File: src/rtl/pmx_pkg.sv
package pmx_pkg;

  // Output select codes (per pad)
  localparam int unsigned OSEL_LOW         = 0;
  localparam int unsigned OSEL_HIGH        = 1;
  localparam int unsigned OSEL_FLOAT       = 2;
  localparam int unsigned OSEL_PERIPH_BASE = 3;

  // Input select codes (per peripheral input)
  localparam int unsigned ISEL_LOW         = 0;
  localparam int unsigned ISEL_HIGH        = 1;
  localparam int unsigned ISEL_PAD_BASE    = 2;

  // Register map anchors
  localparam int unsigned LOCK_ADDR        = 0;
  localparam int unsigned IN_SEL_BASE      = 1;

  typedef struct packed {
    logic data;
    logic en;
  } drive_t;

  function automatic int unsigned osel_width(input int unsigned n_src);
    return $clog2(n_src + OSEL_PERIPH_BASE);
  endfunction

  function automatic int unsigned isel_width(input int unsigned n_pad);
    return $clog2(n_pad + ISEL_PAD_BASE);
  endfunction

  function automatic int unsigned out_sel_base(input int unsigned n_in);
    return IN_SEL_BASE + n_in;
  endfunction

endpackage

File: src/rtl/pmx_cfg_regs.sv
module pmx_cfg_regs
  import pmx_pkg::*;
#(
  parameter int unsigned N_PIN  = 16,
  parameter int unsigned N_PAD  = 8,
  parameter int unsigned ADDR_W = 8,
  parameter int unsigned DATA_W = 8,
  parameter int unsigned ISW    = 4,
  parameter int unsigned OSW    = 5
) (
  input  logic                   clk_i,
  input  logic                   rst_ni,
  input  logic                   we_i,
  input  logic [ADDR_W-1:0]      addr_i,
  input  logic [DATA_W-1:0]      wdata_i,
  output logic [DATA_W-1:0]      rdata_o,
  output logic                   lock_o,
  output logic                   wr_blocked_o,
  output logic [N_PIN*ISW-1:0]   isel_o,
  output logic [N_PAD*OSW-1:0]   osel_o
);

  localparam int unsigned OUT_BASE = out_sel_base(N_PIN);
  localparam int unsigned END_ADDR = OUT_BASE + N_PAD;

  logic [ISW-1:0] isel_q [N_PIN];
  logic [OSW-1:0] osel_q [N_PAD];
  logic           lock_q;

  int unsigned addr_u, in_idx, out_idx;
  logic        hit_lock, hit_in, hit_out, wr_accept;
  logic        unused_wdata;

  assign unused_wdata = ^wdata_i;

  always_comb begin
    addr_u   = 32'(addr_i);
    hit_lock = (addr_u == LOCK_ADDR);
    hit_in   = (addr_u >= IN_SEL_BASE) && (addr_u < OUT_BASE);
    hit_out  = (addr_u >= OUT_BASE) && (addr_u < END_ADDR);
    in_idx   = addr_u - IN_SEL_BASE;
    out_idx  = addr_u - OUT_BASE;
  end

  // A write lands only when unlocked and aimed at a mapped register
  assign wr_accept    = we_i && !lock_q && (hit_lock || hit_in || hit_out);
  assign wr_blocked_o = we_i && lock_q;

  always_ff @(posedge clk_i or negedge rst_ni) begin
    if (!rst_ni) begin
      lock_q <= 1'b0;
      for (int i = 0; i < int'(N_PIN); i++) isel_q[i] <= ISW'(ISEL_LOW);
      for (int p = 0; p < int'(N_PAD); p++) osel_q[p] <= OSW'(OSEL_FLOAT);
    end else if (wr_accept) begin
      if (hit_lock) lock_q <= wdata_i[0];
      for (int i = 0; i < int'(N_PIN); i++)
        if (hit_in && in_idx == 32'(i)) isel_q[i] <= wdata_i[ISW-1:0];
      for (int p = 0; p < int'(N_PAD); p++)
        if (hit_out && out_idx == 32'(p)) osel_q[p] <= wdata_i[OSW-1:0];
    end
  end

  always_comb begin
    rdata_o = '0;
    if (hit_lock) rdata_o[0] = lock_q;
    for (int i = 0; i < int'(N_PIN); i++)
      if (hit_in && in_idx == 32'(i)) rdata_o[ISW-1:0] = isel_q[i];
    for (int p = 0; p < int'(N_PAD); p++)
      if (hit_out && out_idx == 32'(p)) rdata_o[OSW-1:0] = osel_q[p];
  end

  assign lock_o = lock_q;

  for (genvar gi = 0; gi < N_PIN; gi++) begin : g_iflat
    assign isel_o[gi*ISW +: ISW] = isel_q[gi];
  end
  for (genvar gp = 0; gp < N_PAD; gp++) begin : g_oflat
    assign osel_o[gp*OSW +: OSW] = osel_q[gp];
  end

endmodule

File: src/rtl/pmx_pad_drive.sv
module pmx_pad_drive
  import pmx_pkg::*;
#(
  parameter int unsigned N_POUT = 16,
  parameter int unsigned OSW    = 5
) (
  input  logic [OSW-1:0]    sel_i,
  input  logic [N_POUT-1:0] periph_out_i,
  input  logic [N_POUT-1:0] periph_oe_i,
  output logic              pad_out_o,
  output logic              pad_oe_o
);

  // One select value chooses both data and enable for the pad
  function automatic drive_t pick_drive(input logic [OSW-1:0]    sel,
                                        input logic [N_POUT-1:0] d,
                                        input logic [N_POUT-1:0] e);
    drive_t      r;
    int unsigned s;
    s = 32'(sel);
    r = '{data: 1'b0, en: 1'b0};
    if (s == OSEL_LOW)  r = '{data: 1'b0, en: 1'b1};
    if (s == OSEL_HIGH) r = '{data: 1'b1, en: 1'b1};
    for (int k = 0; k < int'(N_POUT); k++)
      if (s == OSEL_PERIPH_BASE + 32'(k)) r = '{data: d[k], en: e[k]};
    return r;
  endfunction

  drive_t drv;
  assign drv       = pick_drive(sel_i, periph_out_i, periph_oe_i);
  assign pad_out_o = drv.data;
  assign pad_oe_o  = drv.en;

endmodule

File: src/rtl/pmx_periph_sample.sv
module pmx_periph_sample
  import pmx_pkg::*;
#(
  parameter int unsigned N_PAD = 8,
  parameter int unsigned ISW   = 4
) (
  input  logic [ISW-1:0]   sel_i,
  input  logic [N_PAD-1:0] pad_in_i,
  output logic             periph_in_o
);

  function automatic logic pick_input(input logic [ISW-1:0]   sel,
                                      input logic [N_PAD-1:0] pads);
    logic        r;
    int unsigned s;
    s = 32'(sel);
    r = 1'b0;
    if (s == ISEL_HIGH) r = 1'b1;
    for (int j = 0; j < int'(N_PAD); j++)
      if (s == ISEL_PAD_BASE + 32'(j)) r = pads[j];
    return r;
  endfunction

  assign periph_in_o = pick_input(sel_i, pad_in_i);

endmodule

File: src/rtl/pad_route_mux.sv
module pad_route_mux
  import pmx_pkg::*;
#(
  parameter int unsigned N_POUT = 16,
  parameter int unsigned N_PIN  = 16,
  parameter int unsigned N_PAD  = 8,
  parameter int unsigned ADDR_W = 8,
  parameter int unsigned DATA_W = 8
) (
  input  logic              clk_i,
  input  logic              rst_ni,
  input  logic              cfg_we_i,
  input  logic [ADDR_W-1:0] cfg_addr_i,
  input  logic [DATA_W-1:0] cfg_wdata_i,
  output logic [DATA_W-1:0] cfg_rdata_o,
  input  logic [N_POUT-1:0] periph_out_i,
  input  logic [N_POUT-1:0] periph_oe_i,
  output logic [N_PIN-1:0]  periph_in_o,
  output logic [N_PAD-1:0]  pad_out_o,
  output logic [N_PAD-1:0]  pad_oe_o,
  input  logic [N_PAD-1:0]  pad_in_i
);

  localparam int unsigned OSW = osel_width(N_POUT);
  localparam int unsigned ISW = isel_width(N_PAD);

  // Named internal events for the bound checker
  logic                 lock_w;
  logic                 wr_blocked_w;
  logic [N_PIN*ISW-1:0] isel_flat;
  logic [N_PAD*OSW-1:0] osel_flat;

  pmx_cfg_regs #(
    .N_PIN (N_PIN),
    .N_PAD (N_PAD),
    .ADDR_W(ADDR_W),
    .DATA_W(DATA_W),
    .ISW   (ISW),
    .OSW   (OSW)
  ) u_regs (
    .clk_i       (clk_i),
    .rst_ni      (rst_ni),
    .we_i        (cfg_we_i),
    .addr_i      (cfg_addr_i),
    .wdata_i     (cfg_wdata_i),
    .rdata_o     (cfg_rdata_o),
    .lock_o      (lock_w),
    .wr_blocked_o(wr_blocked_w),
    .isel_o      (isel_flat),
    .osel_o      (osel_flat)
  );

  for (genvar gp = 0; gp < N_PAD; gp++) begin : g_pad
    pmx_pad_drive #(
      .N_POUT(N_POUT),
      .OSW   (OSW)
    ) u_drive (
      .sel_i       (osel_flat[gp*OSW +: OSW]),
      .periph_out_i(periph_out_i),
      .periph_oe_i (periph_oe_i),
      .pad_out_o   (pad_out_o[gp]),
      .pad_oe_o    (pad_oe_o[gp])
    );
  end

  for (genvar gi = 0; gi < N_PIN; gi++) begin : g_pin
    pmx_periph_sample #(
      .N_PAD(N_PAD),
      .ISW  (ISW)
    ) u_sample (
      .sel_i      (isel_flat[gi*ISW +: ISW]),
      .pad_in_i   (pad_in_i),
      .periph_in_o(periph_in_o[gi])
    );
  end

endmodule

File: config.mk
export PLATFORM = sky130hd
export DESIGN_NAME = pad_route_mux
export DESIGN_NICKNAME = d
export VERILOG_FILES = /design/src/rtl/pmx_pkg.sv /design/src/rtl/pmx_cfg_regs.sv /design/src/rtl/pmx_pad_drive.sv /design/src/rtl/pmx_periph_sample.sv /design/src/rtl/pad_route_mux.sv
export SDC_FILE = /design/constraint.sdc
export NUM_CORES = 1
export LEC_CHECK = 0
export BUFFER_PORTS_ARGS = -buffer_cell sky130_fd_sc_hd__buf_2
export CORE_MARGIN = 5
export CORE_UTILIZATION = 60
export DETAILED_ROUTE_END_ITERATION = 16
export HOLD_SLACK_MARGIN = 0.03
export PLACE_DENSITY_LB_ADDON = 0.08
export RECOVER_POWER = 100
export SLEW_MARGIN = 20
export SYNTH_ARGS = -nofsm -noshare
export SYNTH_HDL_FRONTEND = slang
export SYNTH_SLANG_ARGS = --single-unit
File: constraint.sdc
create_clock -name clk_i -period 3.1 [get_ports clk_i]
set_clock_uncertainty 0.05 [all_clocks]
set_input_delay 0.31 -clock clk_i [delete_from_list [all_inputs] [get_ports clk_i]]
set_output_delay 0.31 -clock clk_i [all_outputs]
set_load 0.03 [all_outputs]
======== Yosys cells after proc, flatten, opt, wreduce, memory -nomap -nowiden ========
Cells that the tools add are included.
cells by class
  add/sub/neg operators ................... 2
  magnitude comparators ................... 4
  equal/unequal tests ..................... 302
  muxes and demuxes ....................... 313
  reductions and logical operators ........ 67
operators with widths
  cell                                                   count
  equality test 5 x 4 -> 1 bit (second input constant)   64
  two-way mux 2 bit                                      136
  equality test 32 x 3 -> 1 bit (second input constant)  8
  equality test 32 x 4 -> 1 bit (second input constant)  8
  equality test 4 x 3 -> 1 bit (second input constant)   64
  equality test 5 x 3 -> 1 bit (second input constant)   32
  two-way mux 1 bit                                      153
  equality test 32 x 2 -> 1 bit (second input constant)  4
  equality test 4 x 2 -> 1 bit (second input constant)   32
  equality test 4 bit (second input constant)            32
  equality test 5 bit (second input constant)            24
  equality test 32 x 1 -> 1 bit (second input constant)  2
  equality test 4 x 1 -> 1 bit (second input constant)   16
  zero test 32 bit                                       2
  two-way mux 4 bit                                      16
  AND reduction 2 bit                                    25
  equality test 5 x 1 -> 1 bit (second input constant)   8
  equality test 5 x 2 -> 1 bit (second input constant)   8
  zero test 5 bit                                        8
  two-way mux 5 bit                                      8
  logical AND 1 bit                                      28
  < comparator 8 x 5 -> 1 bit (second input constant)    2
  subtractor 8 x 1 -> 9 bit (second input constant)      1
  subtractor 8 x 5 -> 9 bit (second input constant)      1
  other kinds (5)                                        6
storage, ports and cells
  bits in registers ....................... 105
  bits of input ports ..................... 59
  output and inout port bits .............. 40
  word-level logic and storage cells ...... 713

======== Depth between registers and ports, before layout ========
Gate-level depths: netlist of the first run.
  depth in word-level cells ............... 27
  gate-level depth with buffers ........... 9
  gate-level depth less buffers ........... 6

======== By module ========
A second synthesis of the first run with hierarchy kept.
unflattened totals
  cell total of the unflattened synthesis .. 1,286
  area, all modules ....................... 11,016.8 um^2
modules (own cells, without submodules)
  module             times used  cells an instance  area each (um^2)  seq. area each (um^2)
  pmx_cfg_regs       1           462                5,481.5           2,637.5
  pmx_pad_drive      8           79                 511.7             0.0
  pmx_periph_sample  16          12                 90.1              0.0

======== Worst setup path after synthesis of the first run ========
OpenSTA, ideal clock, no wires.
  kind .................................... in2out
  start ................................... input cfg_addr_i[1]
  end ..................................... output cfg_rdata_o[2]
  data arrival time ....................... 2.232 ns
  data required time ...................... 2.740 ns
  setup slack ............................. 0.508 ns
  stages on the path ...................... 7
  buffers on the path ..................... 2
  cells stage by stage .................... buf_2 buf_6 o21ai_0 nand4_1 a221oi_1 o22ai_1 a21oi_1
on the way
  cells in the longest elaborated chain, start to end .. 27
  elaborated cells on any way between the ends .. 80
  classes of those cells .................. 2 x add/sub; 4 x order compare; 22 x eq/ne; 24 x mux; 28 x reduce/logical
ends and longest elaborated chain
  item                                                          line                                    source
  start, declared                                               pad_route_mux.sv:13                     input logic [ADDR_W-1:0] cfg_addr_i,
  subtractor 8 x 1 -> 9 bit, or another cell as far along       pmx_cfg_regs.sv:41                      in_idx = addr_u - IN_SEL_BASE;
  zero test 32 bit / logical AND 1 bit (equally long branches)  pmx_cfg_regs.sv:67, pmx_cfg_regs.sv:39
  logical AND 1 bit                                             pmx_cfg_regs.sv:67                      if (hit_in && in_idx == 32'(i)) rdata_o[ISW-1:0] = isel_q[i];
  two-way mux 4 bit (16 in a row)                               pmx_cfg_regs.sv:67
  two-way mux 5 bit (7 in a row)                                pmx_cfg_regs.sv:69                      if (hit_out && out_idx == 32'(p)) rdata_o[OSW-1:0] = osel_q[p];
  two-way mux 5 bit *                                           pmx_cfg_regs.sv:69
  end, declared                                                 pad_route_mux.sv:15                     output logic [DATA_W-1:0] cfg_rdata_o,
Every way passes the cells marked *; elsewhere a longest branch is shown, timed or not.

======== Worst setup path in the final report of the first run ========
  start ................................... register u_regs.osel_q (netlist bit u_regs.osel_o[31])
  end ..................................... output pad_out_o[6]
on the way
  cells in the longest elaborated chain, start to end .. 18
  elaborated cells on any way between the ends .. 34
  classes of those cells .................. 17 x eq/ne; 17 x mux
ends and longest elaborated chain
  item                             line                 source
  start, declared                  pmx_cfg_regs.sv:27   logic [OSW-1:0] osel_q [N_PAD];
  start signal, assigned by index  pmx_cfg_regs.sv:59   if (hit_out && out_idx == 32'(p)) osel_q[p] <= wdata_i[OSW-1:0];
  equality test 5 x 1 -> 1 bit     pmx_pad_drive.sv:23  if (s == OSEL_HIGH) r = '{data: 1'b1, en: 1'b1};
  two-way mux 2 bit                pmx_pad_drive.sv:23
  two-way mux 2 bit (15 in a row)  pmx_pad_drive.sv:25  if (s == OSEL_PERIPH_BASE + 32'(k)) r = '{data: d[k], en: e[k]};
  two-way mux 2 bit *              pmx_pad_drive.sv:25
  end, declared                    pad_route_mux.sv:19  output logic [N_PAD-1:0] pad_out_o,
Marked as above.

==> results of run 1 <==
## sequential cells by signal, summed over array words and instances, names as in the netlist
signal / cells
u_regs.isel_o: 64
u_regs.lock_o: 1
u_regs.osel_o: 40
## routing by layer
layer	GRT usage	part of all wire
met1	0.452	0.39
met2	0.529	0.47
met3	0.0457	0.090
met4	0.171	0.053
met5	0	0.00083
## power by group through the flow
stage / clock network [µW] / registers, µW / logic, µW
6_report: 1120 / 1410 / 530
4_1_cts: 1140 / 1400 / 526
2_1_floorplan: 0 / 1410 / 323
3_5_place_dp: 0 / 1430 / 523
3_3_place_gp: 0 / 1430 / 521
5_1_grt: 1200 / 1410 / 558
## cell families (layout without fill, tap and decap cells)
kind of cell | Yosys count | count (layout) | synth area share
mux | 194 | 194 | 0.249
compound gates | 337 | 337 | 0.221
flops | 105 | 105 | 0.258
simple gates | 354 | 354 | 0.187
buf+inv | 191 | 174 | 0.0848
other cells | 1 | 3 | 0.000366
## synth_stat cells (all sizes together) (6+ instances only)
library cell,n
o221ai,6
dfstp,8
a21oi,83
a2bb2oi,6
nor3b,16
nand2b,13
buf,52
clkbuf,100
mux2i,44
inv,38
dfrtp,97
mux2,113
o32ai,25
nand3b,14
a32oi,7
a31oi,22
o22ai,30
nand2,95
a221oi,18
nor2b,19
nand3,19
nor3,35
o211ai,8
a22oi,9
o31ai,12
and3,9
mux4,37
nor2,102
o21ai,57
## area by class of cell
cell class,instances,area (µm²),area share
clock buffers,10,239,0.0226
inverters,39,146,0.0138
clock inverters,6,51.3,0.00485
multi-input cells,888,6580,0.623
well taps,220,275,0.0260
flip-flops and latches,105,2640,0.250
repair buffers,119,639,0.0605
## per-stage QoR
step | worst slack (ns) | std cells
floorplan | 0.508 | 1184
global placement | 0.388 | 1370
detailed placement | 0.407 | 1370
CTS | 0.123 | 1387
global route | 0.0183 | 1387
finish | 0.156 | 1387
## critical path: stages, from the launching register on
cell and delay [ns]:
dfstp_2 0.86, mux2i_1 0.14, nor3b_1 0.21, a21oi_1 0.10, o221a_2 0.33, o41ai_1 0.34
buf_2 0.26
## what timing repair did
| item | 4_1_cts | 5_1_grt |
|---|---|---|
| gates resized for setup | 0 | 1 |
| endpoints found under the setup margin | 0 | 1 |
| hold endpoints to repair | 47 | 0 |
| hold buffers | 1 | 0 |
## worst paths after layout
path / end / slack [ns] / depth (start not counted)
max: pad_out_o[6] / 0.16 / 6
min: u_regs.lock_o / 0.21 / 2
max reg2reg: u_regs.osel_o[22] / 0.41 / 5
min reg2reg: u_regs.lock_o / 0.46 / 1
max in group asynchronous: u_regs.osel_o[35] / 0.76 / 3
min in group asynchronous: u_regs.isel_o[2] / 0.73 / 2
==> run summary, run 1 <==
Detailed Place HPWL = 23100 µm
minimum clock period = 2.94 ns
worst-path fanout max = 31
Syn Area/Cell = 8.66 µm²
Hold Vio Cnt, Final = 0
status = completed
Max Freq = 340 MHz
post-synth top area cell = dfrtp_1
1st-pass router iterations = 6
hold slack = 0.206 ns
final worst-path cycle share = 0.950
CTS Buf Count = 9
Vias = 9841
Post-Syn Instances = 1182
peak supply drop = 0.244 mV
Yosys warning count = 0
CTS sink count = 105
switching power of the nets = 926 µW
final net count = 1221
Rows = 47
Worst setup EP type = primary output
Total Wirelength = 33700 µm
Leakage = 0.00408 µW
Clk Latency, worst-skew pair = 0.35 ns
die area = 0.0198 mm²
post-synthesis sequential area ratio = 0.258
Die W = 141 µm
Clk network pwr share = 0.366
GPL Wtd Cong = 0.992
fin util = 0.635
most frequent cells in the layout = mux2_2 (109), nor2_1 (101), dfrtp_1 (96)
final setup fails = 0
critical path class = reg2out
n_diodes = 0
core area = 0.0166 mm²
die height = 141 µm
Synth Flop Type = dfrtp_1
first-pass GRT wire length = 52800 µm
post-route ant nets = 0
hold path start = cfg_we_i
DR vias/cell = 7.10
drt wl/cell = 24.3 µm
crit path launch = u_regs.osel_o[31]
initial core utilization = 0.615
final instance area = 0.0106 mm²
Remaining DRCs = 0
max-capacitance violation count = 0
Worst Tran Pin Value = 1.30 ns
most common cell after layout, fill and taps aside = mux2_2
Seq pwr share = 0.460
RSZ-0062 raised after global routing = no
First DRT Iteration DRCs = 1294
Worst Hold Class = in2reg
Post-CTS Setup Inserts = 0
initial antenna violation count = 1
Gate power share = 0.174
post-synth top area share = 0.237
Slew Limit Fails = 0
critical path launch point type = flop
largest net degree at the start of global routing = 55
CTS Root Cell = clkbuf_16
internal power = 2130 µW
GRT Total Usage = 0.335
layout cell share with drive strength beyond 1 = 0.239
Yosys reg bits = 105
area of the mapped netlist = 0.0102 mm²
area grow syn2layout = 3.28%
# IOs = 99
Sw Share = 0.303
Critical R2R Launch = u_regs.lock_o
number of global-route vias before repair = 9178
Worst Path Arrival = 2.58 ns
Sum Neg Setup Slack = 0 ns
number of flops mapped to enable cells by yosys = 0
Power Total = 3050 µW
Req. time, crit path = 2.74 ns
Filler Cell Count = 1496
Port-buffer cells = 92
largest cells by area after synthesis = dfrtp_1 (24%), mux2_2 (12%), mux4_2 (8.1%)
Placed Area = 0.0105 mm²
Clock Tree Buf Depth = 2
Rel. slew slack = 0.134
Netlist cell types = 78
grt total ovfl = 0
Power per Cell Area = 289 mW/mm²
CTS tree = built
clock slew at reported path FFs = 0.07 ns
H-tree level count = 3
ys async rst share = 1.00
Note: power is estimated with default switching activity, not from simulation.
==> inputs of run 2 (changes only) <==
--- a/config.mk
+++ b/config.mk
@@ -6,6 +6,7 @@
 export NUM_CORES = 1
 export LEC_CHECK = 0
 export BUFFER_PORTS_ARGS = -buffer_cell sky130_fd_sc_hd__buf_2
+export CORE_ASPECT_RATIO = 1.5
 export CORE_MARGIN = 5
 export CORE_UTILIZATION = 60
 export DETAILED_ROUTE_END_ITERATION = 16
==> run 2 against run 1 <==
  * Non-clock buffer count grew 14
  * Routed wire length grew 2.3%
  * Combinational power grew 3%
  * Die area grew 0.27%
  * Critical endpoint is now u_regs.osel_o[20]
  * Worst setup slack lost 0.0041 ns
  * Global-route usage grew 1.6 points
  * Cell count grew 0.29%
==> run summary, run 2 (synthesized netlist as in run 1, its figures left out) <==
status = completed (unchanged)
Post-CTS Setup Inserts = 0 (unchanged)
Worst setup EP type = flop (was primary output)
GRT Total Usage = 0.351 (was 0.335)
die area = 0.0198 mm² (about the same)
Total Wirelength = 34500 µm (was 33700 µm)
CTS tree = built (unchanged)
crit path launch = cfg_addr_i[6] (was u_regs.osel_o[31])
Rel. slew slack = 0.0578 (was 0.134)
FF/Latch Area = 0.00264 mm² (unchanged)
Placed Area = 0.0106 mm² (was 0.0105 mm²)
layout cell share with drive strength beyond 1 = 0.249 (was 0.239)
H-tree level count = 3 (unchanged)
most common cell after layout, fill and taps aside = mux2_2 (unchanged)
drt wl/cell = 24.8 µm (was 24.3 µm)
most frequent cells in the layout = mux2_2 (109), nor2_1 (100), dfrtp_1 (96) (was mux2_2 (109), nor2_1 (101), dfrtp_1 (96))
First DRT Iteration DRCs = 1195 (was 1294)
final instance area = 0.0107 mm² (was 0.0106 mm²)
hold path start = cfg_we_i (unchanged)
Rows = 58 (was 47)
first-pass GRT wire length = 53900 µm (was 52800 µm)
critical path launch point type = input pin (was flop)
# IOs = 99 (unchanged)
DR vias/cell = 7.12 (was 7.10)
Filler Cell Count = 1569 (was 1496)
area grow syn2layout = 4.31% (was 3.28%)
critical path class = in2reg (was reg2out)
Clk Latency, worst-skew pair = 0.35 ns (about the same)
number of global-route vias before repair = 9558 (was 9178)
Clock Tree Buf Depth = 2 (unchanged)
Worst Tran Pin Value = 1.41 ns (was 1.30 ns)
n_diodes = 0 (unchanged)
Critical R2R Launch = u_regs.lock_o (unchanged)
Detailed Place HPWL = 24500 µm (was 23100 µm)
max reg flops = 64 (unchanged)
Port-buffer cells = 92 (unchanged)
Req. time, crit path = 3.29 ns (was 2.74 ns)
max-capacitance violation count = 0 (unchanged)
Power per Cell Area = 286 mW/mm² (was 289 mW/mm²)
area occupied by multi-input gates = 0.00661 mm² (was 0.00658 mm²)
CTS sink count = 105 (unchanged)
CTS Buf Count = 9 (unchanged)
final worst-path cycle share = 0.951 (was 0.950)
clock slew at reported path FFs = 0.07 ns (about the same)
die height = 170 µm (was 141 µm)
minimum clock period = 2.95 ns (was 2.94 ns)
1st-pass router iterations = 6 (unchanged)
worst-path fanout max = 6 (was 31)
Remaining DRCs = 0 (unchanged)
Place WS = 0.405 ns (was 0.407 ns)
Vias = 9904 (was 9841)
final setup fails = 0 (unchanged)
fin worst setup slack = 0.152 ns (was 0.156 ns)
final net count = 1235 (was 1221)
GPL Wtd Cong = 1.01 (was 0.992)
Worst Path Arrival = 3.14 ns (was 2.58 ns)
Die W = 117 µm (was 141 µm)
CTS Root Cell = clkbuf_16 (unchanged)
Max Freq = 339 MHz (was 340 MHz)
Hold Vio Cnt, Final = 0 (unchanged)
post-route ant nets = 0 (unchanged)
Leakage = 0.00415 µW (was 0.00408 µW)
RSZ-0062 raised after global routing = no (unchanged)
Sum Neg Setup Slack = 0 ns (unchanged)
grt total ovfl = 0 (unchanged)
Worst Hold Class = in2reg (unchanged)
core area = 0.0168 mm² (was 0.0166 mm²)
initial antenna violation count = 0 (was 1)
initial core utilization = 0.611 (was 0.615)
largest net degree at the start of global routing = 58 (was 55)
peak supply drop = 0.270 mV (was 0.244 mV)
Slew Limit Fails = 0 (unchanged)
fin util = 0.637 (was 0.635)
run 2: worst max-delay path, cell delays in order:
cell	delay, ns
buf_2	0.14
or3_1	0.44
nor3b_2	0.34
a21boi_0	0.84
nand2_4	0.27
nor2_1	0.40
mux2_2	0.39
run 2: power breakdown:
part	total [µW]	internal, µW	switching, µW
combinational	547	175	372
sequential	1400	1380	23.5
clock	1100	557	545
run 2: cell type report:
type,count,area share
Timing Repair Buffer,133,0.0693
Clock inverter,6,0.00480
Inverter,39,0.0137
Tap cell,210,0.0246
Multi-Input combinational cell,888,0.619
Sequential cell,105,0.247
Clock buffer,10,0.0214
run 2: per-stage QoR:
stage                     std cells  hold slack (ns)  power, µW
after floorplan                1184          -0.0356       1740
final                          1391            0.197       3050
after CTS                      1391            0.183       3070
after detailed placement       1374            0.370       1970
after global routing           1391            0.195       3160
after global placement         1374            0.368       1970
run 2: repair_timing:
action / 4_1_cts / 5_1_grt
setup endpoints to repair: 0 / 1
gates resized for setup: 0 / 2
hold buffers: 1 / 0
hold endpoints to repair: 54 / 0
run 2: routing by layer:
metal	vias to the layer above	wire, µm	share of wire	GRT usage
li1	4417	-	-	-
met2	517	16700	0.48	0.591
met4	0	2540	0.073	0.196
met5	-	0	0	0
met3	173	2660	0.077	0.0530
met1	4797	12600	0.37	0.425
run 2: worst paths after layout:
check                                         end  slack (ns)  cells after the start
min in group asynchronous        u_regs.isel_o[3]        0.77                      2
max in group asynchronous        u_regs.osel_o[7]        0.74                      3
worst min-delay path                u_regs.lock_o        0.20                      2
worst max-delay path            u_regs.osel_o[20]        0.15                      7
worst min register to register      u_regs.lock_o        0.51                      1
worst max register to register  u_regs.osel_o[20]        0.30                      5
